$ cat src/rtl/vlcfg_pkg.sv
package vlcfg_pkg;
  localparam int SVI_W = 7;
  localparam int VLW   = SVI_W + 1;
  localparam logic [4:0] SUB_OPC = 5'b11011;

  // Field layout overlays insn[31:0]; instruction bit 0 is insn[31].
  typedef struct packed {
    logic [5:0]       opc;
    logic [4:0]       rt;
    logic [4:0]       ra;
    logic [SVI_W-1:0] svi;
    logic             ms;
    logic             vs;
    logic             vf;
    logic [4:0]       xo;
    logic             rc;
  } vl_insn_t;

  typedef enum logic [1:0] {
    MD_NONE = 2'd0,
    MD_GET  = 2'd1,
    MD_STEP = 2'd2,
    MD_SET  = 2'd3
  } vl_mode_e;
endpackage

$ cat src/rtl/vlcfg_decode.sv
module vlcfg_decode
  import vlcfg_pkg::*;
#(
  parameter logic [5:0] OPC_CODE = 6'd22
) (
  input  logic [31:0] insn,
  output vl_insn_t    fld,
  output vl_mode_e    mode
);
  always_comb begin
    fld = vl_insn_t'(insn);
    if (fld.opc != OPC_CODE || fld.xo != SUB_OPC)
      mode = MD_NONE;
    else if (fld.ms || fld.vs)
      mode = MD_SET;
    else if (fld.vf)
      mode = MD_STEP;
    else
      mode = MD_GET;
  end
endmodule

$ cat src/rtl/vlcfg_length.sv
module vlcfg_length
  import vlcfg_pkg::*;
#(
  parameter int XLEN = 64
) (
  input  logic             ms,
  input  logic             vs,
  input  logic             ra_nz,
  input  logic             rt_nz,
  input  logic [SVI_W-1:0] svi,
  input  logic [VLW-1:0]   mvl_cur,
  input  logic [VLW-1:0]   vl_cur,
  input  logic [XLEN-1:0]  ra_val,
  input  logic [XLEN-1:0]  ctr_val,
  output logic [VLW-1:0]   mvl_nxt,
  output logic [VLW-1:0]   vl_nxt,
  output logic             clip_so
);
  localparam int PADW = XLEN - VLW;

  logic [VLW-1:0]  imm_len;
  logic [XLEN-1:0] req;
  logic [XLEN-1:0] lim;

  always_comb begin
    imm_len = {1'b0, svi} + VLW'(1);
    mvl_nxt = ms ? imm_len : mvl_cur;
    lim     = {{PADW{1'b0}}, mvl_nxt};
    if (ra_nz)       req = ra_val;
    else if (rt_nz)  req = ctr_val;
    else             req = {{PADW{1'b0}}, imm_len};
    clip_so = 1'b0;
    if (vs) begin
      if (req > lim) begin
        vl_nxt  = mvl_nxt;
        clip_so = !ra_nz;
      end else begin
        vl_nxt  = req[VLW-1:0];
      end
    end else begin
      vl_nxt = (vl_cur > mvl_nxt) ? mvl_nxt : vl_cur;
    end
  end
endmodule

$ cat src/rtl/vlcfg_step.sv
module vlcfg_step
  import vlcfg_pkg::*;
(
  input  logic [VLW-1:0] vl_cur,
  input  logic [VLW-1:0] nxt_src,
  input  logic [VLW-1:0] nxt_dst,
  output logic [VLW-1:0] src_nxt,
  output logic [VLW-1:0] dst_nxt,
  output logic           at_end
);
  always_comb begin
    at_end  = (nxt_src >= vl_cur) || (nxt_dst >= vl_cur);
    src_nxt = at_end ? '0 : nxt_src;
    dst_nxt = at_end ? '0 : nxt_dst;
  end
endmodule

$ cat src/rtl/vlcfg_unit.sv
module vlcfg_unit
  import vlcfg_pkg::*;
#(
  parameter int         XLEN     = 64,
  parameter logic [5:0] OPC_CODE = 6'd22
) (
  input  logic                    clk,
  input  logic                    rst,
  input  logic                    in_valid,
  output logic                    in_ready,
  input  logic [31:0]             insn,
  input  logic [XLEN-1:0]         ra_val,
  input  logic [XLEN-1:0]         ctr_val,
  input  logic [vlcfg_pkg::VLW-1:0] nxt_src,
  input  logic [vlcfg_pkg::VLW-1:0] nxt_dst,
  output logic                    out_valid,
  input  logic                    out_ready,
  output logic                    rt_we,
  output logic [4:0]              rt_idx,
  output logic [XLEN-1:0]         rt_data,
  output logic                    cr0_we,
  output logic [3:0]              cr0,
  output logic [vlcfg_pkg::VLW-1:0] mvl,
  output logic [vlcfg_pkg::VLW-1:0] vl,
  output logic [vlcfg_pkg::VLW-1:0] srcstep,
  output logic [vlcfg_pkg::VLW-1:0] dststep,
  output logic                    vfirst
);
  localparam int PADW = XLEN - VLW;

  vl_insn_t       fld;
  vl_mode_e       mode;
  logic [VLW-1:0] mvl_nxt, vl_nxt, src_nxt, dst_nxt;
  logic           clip_so, at_end, accept;

  vlcfg_decode #(.OPC_CODE(OPC_CODE)) u_dec (
    .insn(insn), .fld(fld), .mode(mode)
  );

  vlcfg_length #(.XLEN(XLEN)) u_len (
    .ms(fld.ms), .vs(fld.vs), .ra_nz(fld.ra != 5'd0), .rt_nz(fld.rt != 5'd0),
    .svi(fld.svi), .mvl_cur(mvl), .vl_cur(vl), .ra_val(ra_val),
    .ctr_val(ctr_val), .mvl_nxt(mvl_nxt), .vl_nxt(vl_nxt), .clip_so(clip_so)
  );

  vlcfg_step u_step (
    .vl_cur(vl), .nxt_src(nxt_src), .nxt_dst(nxt_dst),
    .src_nxt(src_nxt), .dst_nxt(dst_nxt), .at_end(at_end)
  );

  assign in_ready = !out_valid || out_ready;
  assign accept   = in_valid && in_ready;

  always_ff @(posedge clk) begin
    if (rst) begin
      mvl       <= VLW'(1);
      vl        <= '0;
      srcstep   <= '0;
      dststep   <= '0;
      vfirst    <= 1'b0;
      out_valid <= 1'b0;
      rt_we     <= 1'b0;
      rt_idx    <= '0;
      rt_data   <= '0;
      cr0_we    <= 1'b0;
      cr0       <= '0;
    end else if (accept) begin
      out_valid <= 1'b1;
      rt_idx    <= fld.rt;
      cr0_we    <= (mode != MD_NONE) && fld.rc;
      rt_we     <= 1'b0;
      rt_data   <= '0;
      cr0       <= '0;
      case (mode)
        MD_SET: begin
          mvl     <= mvl_nxt;
          vl      <= vl_nxt;
          srcstep <= '0;
          dststep <= '0;
          vfirst  <= fld.vf;
          rt_we   <= (fld.rt != 5'd0);
          rt_data <= {{PADW{1'b0}}, vl_nxt};
          cr0     <= {1'b0, vl_nxt != '0, vl_nxt == '0, clip_so};
        end
        MD_GET: begin
          rt_we   <= (fld.rt != 5'd0);
          rt_data <= {{PADW{1'b0}}, vl};
          cr0     <= {1'b0, vl != '0, vl == '0, 1'b0};
        end
        MD_STEP: begin
          srcstep <= src_nxt;
          dststep <= dst_nxt;
          rt_we   <= (fld.rt != 5'd0) &&
                     (fld.svi == SVI_W'(5) || fld.svi == SVI_W'(6));
          rt_data <= {{PADW{1'b0}}, (fld.svi == SVI_W'(5)) ? src_nxt : dst_nxt};
          cr0     <= {1'b0, !at_end, at_end, 1'b0};
        end
        default: ;
      endcase
    end else if (out_ready) begin
      out_valid <= 1'b0;
    end
  end
endmodule

$ cat config.mk
export PLATFORM = sky130hd
export DESIGN_NAME = vlcfg_unit
export DESIGN_NICKNAME = d
export VERILOG_FILES = /design/src/rtl/vlcfg_pkg.sv /design/src/rtl/vlcfg_decode.sv /design/src/rtl/vlcfg_length.sv /design/src/rtl/vlcfg_step.sv /design/src/rtl/vlcfg_unit.sv
export SDC_FILE = /design/constraint.sdc
export NUM_CORES = 1
export LEC_CHECK = 0
export BUFFER_PORTS_ARGS = -buffer_cell sky130_fd_sc_hd__clkbuf_2
export CORE_MARGIN = 8
export CORE_UTILIZATION = 43
export CTS_CLUSTER_DIAMETER = 120
export DETAILED_ROUTE_END_ITERATION = 12
export PLACE_DENSITY = 0.82
export SLEW_MARGIN = 5
export SYNTH_ARGS = -nofsm -noshare
export SYNTH_HDL_FRONTEND = slang
export SYNTH_SLANG_ARGS = --single-unit
$ cat constraint.sdc
create_clock -name clk -period 5.1 [get_ports clk]
set_input_delay 0.51 -clock clk [delete_from_list [all_inputs] [get_ports clk]]
set_output_delay 0.51 -clock clk [all_outputs]
set_load 0.05 [all_outputs]
==> reports/qor.txt, run 1 <==
die width - 116.4 µm
Post-synth EDFFs - 0
Clock Sink Count - 52
gr usage total - 24.29%
fin crit period - 4.095 ns
largest net degree at the start of global routing - 46
pwr/cell area - 176.7 mW/mm²
Avg WL per Cell - 18.44 µm
maxcap violations - 0
Layout area overhead - 26.25%
drt pass-1 iters - 6
Tcrit/Tclk final - 80.29%
Synth cell types - 62
average size of a mapped cell - 7.571 µm²
Placer Congestion - 0.8954
post-route cell area - 0.005477 mm²
Final Max Slew Viols - 0
synthesized flop and latch total - 52
share of cells above drive strength 1 - 32.78%
ys flop type - dfxtp_1
f_max - 244.2 MHz
die height - 116.4 µm
Final Setup Violations - 0
Rel. slew slack - 35.61%
clock latency on the worst-skew pair - 0.32 ns
Root Buffer - clkbuf_8
die area - 0.01356 mm²
YS warnings - 0
Placed Area - 0.005384 mm²
Post-CTS Setup Repair Bufs - 0
Setup crit end kind - flip-flop
core area - 0.009774 mm²
DRT Wirelength - 17.04 mm
cts repair resizes - 0
Fin. Hold Viols - 0
Nets - 1004
Post-CTS Hold Fix Bufs - 0
sequential area share after synthesis - 24.00%
setup TNS - 0 ns
final hold slack - 0.4198 ns
vias in the first global route - 4990
initial antenna violation count - 1
CTS tree - yes
Cell Area, Synth - 0.004338 mm²
pre-CTS setup slack - 0.7146 ns
Longest Clk Path Bufs - 2
via-per-instance ratio - 5.415
final antenna-violating net count - 0
num rows - 36
Post-synth ARST share - 0%
CP startpoint kind - primary input
1st-iter DRT viols - 443
Slew @ Worst Pin - 0.9659 ns
# fillers - 961
clock buffer count from CTS - 5
final worst-path setup slack - 1.005 ns
# DRC - 0
Initial Utilization - 44.38%
cells after synthesis - 573
first-pass GRT wire length - 25.65 mm
CP required - 5.34 ns
routed vias - 5003
Ports - 290
Hold Path Class - in -> reg
total grt overflow - 0
dpl hpwl - 14.47 mm
clk slew on worst S/H paths - 0.10 ns
worst-path fanout max - 11
skew final - 0.009135 ns
# H-tree levels - 2
leak pwr - 2.610 nW
RSZ-0062 raised after global routing - false
status - finished, final reports clean
Max IR drop VDD - 0.1314 mV
Worst EP arrival - 4.33 ns
PortBufs - 232
critical path type - in -> reg
through the flow:
stage / utilization [%] / instances / total power [mW]
4_1_cts: 56.00 / 923 / 0.9704
2_1_floorplan: - / 629 / 0.6498
5_1_grt: 56.03 / 924 / 1.016
6_report: 56.03 / 924 / 0.9675
3_3_place_gp: 55.08 / 915 / 0.7225
3_5_place_dp: 55.08 / 915 / 0.7241
final timing paths:
check / start / endpoint / slack [ns] / cells past startpoint
setup / recovery: insn[21] / cr0[1]$_SDFFE_PP0P_ / 1.01 / 15
setup reg to reg: mvl[3]$_SDFFE_PP0P_ / cr0[1]$_SDFFE_PP0P_ / 1.66 / 13
hold / removal: insn[21] / rt_idx[0]$_SDFFE_PP0P_ / 0.42 / 3
hold reg to reg: vfirst$_SDFFE_PP0P_ / vfirst$_SDFFE_PP0P_ / 0.46 / 2
final cells by class:
| type | instances | area, µm² | area share, % |
|---|---|---|---|
| timing repair buffer | 237 | 1199 | 21.89 |
| clock buffer | 5 | 68.82 | 1.257 |
| multi-input combinational | 472 | 2899 | 52.94 |
| tap | 133 | 166.4 | 3.039 |
| inverter | 21 | 78.83 | 1.439 |
| antenna | 1 | 2.502 | 0.04569 |
| sequential | 52 | 1041 | 19.01 |
| clock inverter | 3 | 21.27 | 0.3884 |
where the power goes:
part	internal [mW]	switching [mW]
combinational	0.0944	0.216
clock	0.0978	0.150
sequential	0.409	0.00122
total	0.601	0.367
synthesized netlist by cell type, drive strengths merged, types with 2 or more instances:
library cell | instances | share of area, %
a211oi | 10 | 1.7
a21o | 12 | 2.1
a21oi | 42 | 4.8
a222oi | 3 | 0.69
a22o | 7 | 1.4
a22oi | 19 | 3.3
a311oi | 2 | 0.55
a31o | 2 | 0.40
a31oi | 3 | 0.43
and2 | 2 | 0.29
and4 | 4 | 0.87
buf | 63 | 11
clkbuf | 21 | 1.8
dfxtp | 52 | 24
ha | 35 | 10
inv | 21 | 1.8
mux2 | 3 | 0.78
mux2i | 7 | 1.6
nand2 | 59 | 5.1
nand2b | 5 | 0.72
nand3 | 16 | 1.8
nand4 | 13 | 1.9
nor2 | 53 | 4.8
nor2b | 3 | 0.43
nor3 | 3 | 0.35
nor4 | 35 | 5.0
o211ai | 7 | 1.2
o21a | 5 | 0.87
o21ai | 26 | 3.0
o221ai | 2 | 0.40
o22ai | 3 | 0.43
o31a | 2 | 0.40
o31ai | 2 | 0.46
or2 | 4 | 0.58
or3 | 3 | 0.43
or4 | 6 | 1.2
xor2 | 3 | 0.61
logic make-up (layout without fill, tap and decap cells):
group | count (synthesis) | in the layout | share of synthesized area (%)
simple gates | 210 | 210 | 24.26
buf+inv | 105 | 266 | 14.16
fa+ha+maj | 35 | 35 | 10.10
mux | 10 | 10 | 2.394
flops | 52 | 52 | 24.00
other cells | 1 | 58 | 0.08645
xor+xnor | 4 | 4 | 0.8078
compound gates | 156 | 156 | 24.20
per-layer routing:
metal	track usage, %	part of all wire (%)	up-vias
met5	0	0	-
met4	7.087	1.8	0
met3	6.567	10	28
met2	42.30	48	278
met1	28.46	40	2259
li1	-	-	2438
cell usage in the layout, fill, tap and decap left out, types with 3 or more instances in the layout:
master,netlist,routed
a211oi_1,10,10
a21o_1,12,12
a21oi_1,42,42
a222oi_1,3,3
a22o_1,7,7
a22oi_1,19,19
a31oi_1,3,3
and4_1,3,3
buf_4,57,5
clkbuf_2,0,232
clkbuf_8,0,5
conb_1,1,57
dfxtp_1,52,52
ha_1,35,35
inv_1,21,21
mux2_2,3,3
mux2i_1,7,7
nand2_1,59,59
nand2b_1,5,5
nand3_1,16,16
nand4_1,13,13
nor2_1,52,52
nor2b_1,3,3
nor3_1,3,3
nor4_1,35,34
o211ai_1,7,7
o21a_1,5,5
o21ai_0,25,25
o22ai_1,3,3
or3_1,3,3
or4_1,4,4
xor2_1,3,3
sequential cells by signal (all words and copies together), names as in the netlist:
| register | cells |
|---|---|
| srcstep | 8 |
| cr0 | 3 |
| cr0_we | 1 |
| vl | 8 |
| rt_data | 8 |
| rt_idx | 5 |
| dststep | 8 |
| out_valid | 1 |
| mvl | 8 |
| vfirst | 1 |
| rt_we | 1 |
worst max-delay path: stages:
cell and delay [ns]:
clkbuf_2 0.09, or4_4 0.57, or2_0 0.34, o211ai_1 0.25, o21a_1 0.19, ha_1 0.25
nor2b_1 0.13, o21ai_0 0.12, a21boi_0 0.11, o31a_1 0.36, or2_1 0.36, or4_1 0.44
a311oi_2 0.25, a31oi_1 0.13, o31ai_2 0.21
No activity file was read; power rests on OpenSTA's default activity.
==> run 2, diff against run 1 <==
--- a/config.mk
+++ b/config.mk
@@ -7,10 +7,10 @@
 export LEC_CHECK = 0
 export BUFFER_PORTS_ARGS = -buffer_cell sky130_fd_sc_hd__clkbuf_2
 export CORE_MARGIN = 8
-export CORE_UTILIZATION = 43
+export CORE_UTILIZATION = 39
 export CTS_CLUSTER_DIAMETER = 120
 export DETAILED_ROUTE_END_ITERATION = 12
-export PLACE_DENSITY = 0.82
+export PLACE_DENSITY = 0.79
 export SLEW_MARGIN = 5
 export SYNTH_ARGS = -nofsm -noshare
 export SYNTH_HDL_FRONTEND = slang
==> constraint.sdc (replaced) <==
create_clock -name clk -period 3.3 [get_ports clk]
set_input_delay 0.33 -clock clk [delete_from_list [all_inputs] [get_ports clk]]
set_output_delay 0.33 -clock clk [all_outputs]
set_load 0.05 [all_outputs]
==> reports/qor.txt, run 2 (synthesis results as in run 1) <==
CTS tree - yes
CP startpoint kind - primary input
multi-input combinational cell area - 0.002994 mm²
hold path cells - 3
worst-path fanout max - 5
Rel. slew slack - 56.12%
drt pass-1 iters - 7
# H-tree levels - 2
routed vias - 5178
Placer Congestion - 0.9177
Final Setup Violations - 8
dpl cells - 983
Fin. Hold Viols - 0
largest net degree at the start of global routing - 26
die width - 121.5 µm
reg2reg end - cr0[1]$_SDFFE_PP0P_
vias in the first global route - 5111
Nets - 1066
pwr/cell area - 262.6 mW/mm²
gr usage total - 22.40%
Avg WL per Cell - 17.82 µm
Max IR drop VDD - 0.1994 mV
R2R Setup Slk - 0.23 ns
Layout area overhead - 39.63%
Post-CTS Hold Fix Bufs - 0
first-pass GRT wire length - 26.81 mm
violated checks - setup timing
Hold EP - rt_idx[3]$_SDFFE_PP0P_
final worst-path setup slack - -0.2903 ns
skew final - 0.01855 ns
status - complete, but fails checks
clock buffer count from CTS - 5
clock latency on the worst-skew pair - 0.33 ns
fin crit period - 3.590 ns
Longest Clk Path Bufs - 2
1st-iter DRT viols - 268
Tcrit/Tclk final - 108.8%
clk slew on worst S/H paths - 0.12 ns
die height - 121.5 µm
ANT cells - 0
# fillers - 1038
Clock Sink Count - 52
Setup crit end kind - flip-flop
total power - 1.590 mW
RSZ-0062 raised after global routing - true
dpl hpwl - 15.26 mm
total grt overflow - 0
Worst R2R Path Depth - 11
most frequent cells in the layout - clkbuf_2, buf_4, nand2_1, conb_1, dfxtp_1
Final Max Slew Viols - 0
Layout Cells excl Fill - 992
setup TNS - -1.147 ns
PortBufs - 232
DRT Wirelength - 17.67 mm
final hold slack - 0.2293 ns
num rows - 38
final antenna-violating net count - 0
R2R Path Start - mvl[7]$_SDFFE_PP0P_
share of cells above drive strength 1 - 39.55%
FF/Latch Area - 0.001041 mm²
via-per-instance ratio - 5.220
CP required - 3.56 ns
hold wc startpoint - insn[24]
Ports - 290
Root Buffer - clkbuf_8
# DRC - 0
Layout Utilization - 55.87%
Slew @ Worst Pin - 0.6513 ns
Hold Path Class - in -> reg
Initial Utilization - 40.02%
Worst EP arrival - 3.85 ns
critical path type - in -> reg
core area - 0.01084 mm²
commonest non-fill, non-tap cell in the layout - clkbuf_2
initial antenna violation count - 0
f_max - 278.5 MHz
maxcap violations - 0
die area - 0.01475 mm²
leak pwr - 2.934 nW
run 2: worst max-delay path by stage:
stage	startpoint	end	slack [ns]
floorplan	insn[21]	cr0[1]$_SDFFE_PP0P_	-0.38
global placement	insn[21]	cr0[1]$_SDFFE_PP0P_	-0.53
detailed placement	insn[21]	cr0[1]$_SDFFE_PP0P_	-0.61
CTS	insn[21]	cr0[1]$_SDFFE_PP0P_	-0.21
global route	insn[21]	cr0[1]$_SDFFE_PP0P_	-0.39
finish	insn[21]	cr0[1]$_SDFFE_PP0P_	-0.29
run 2: through the flow:
stage | setup WS [ns] | instance area, µm²
6_report | -0.2903 | 6057
4_1_cts | -0.2051 | 6005
5_1_grt | -0.3866 | 6057
3_3_place_gp | -0.5320 | 5867
3_5_place_dp | -0.6096 | 5867
2_1_floorplan | -0.3755 | 4574
run 2: worst max-delay path, cell delays in order:
cell      delay [ns]
buf_6           0.10
or4_4           0.57
a311oi_2        0.20
a21bo_1         0.22
a22o_1          0.19
ha_1            0.28
and4_1          0.20
a21boi_2        0.15
o31a_1          0.29
or4_1           0.51
and4_4          0.21
a311oi_2        0.24
a31oi_1         0.14
o31ai_2         0.22
run 2: power breakdown:
group	leakage, nW	internal, mW	switching (mW)
sequential	0.420	0.632	0.00190
clock	0.0511	0.161	0.257
combinational	2.46	0.190	0.349
run 2: what timing repair did:
item / in CTS / in global routing
buffers inserted: 2 / 0
hold endpoints to repair: 0 / 0
pin swaps: 8 / 10
setup endpoints to repair: 12 / 18
cloned: 0 / 0
gates resized for setup: 9 / 13
run 2: final cells by class:
class / instances / area share, %
clock buffers: 5 / 1.136
inverters: 21 / 1.301
flip-flops and latches: 52 / 17.19
well taps: 140 / 2.892
repair buffers: 299 / 27.58
clock inverters: 3 / 0.4751
multi-input cells: 472 / 49.43
run 2: routing by layer:
metal  global-route usage (%)  up-vias  wire (µm)  share of wire, %
met5                        0        -          0                 0
met3                    6.189       23       1589               9.0
met4                    3.624        0        201               1.1
li1                         -     2569          -                 -
met1                    25.86     2346       7002                40
met2                    40.64      240       8878                50
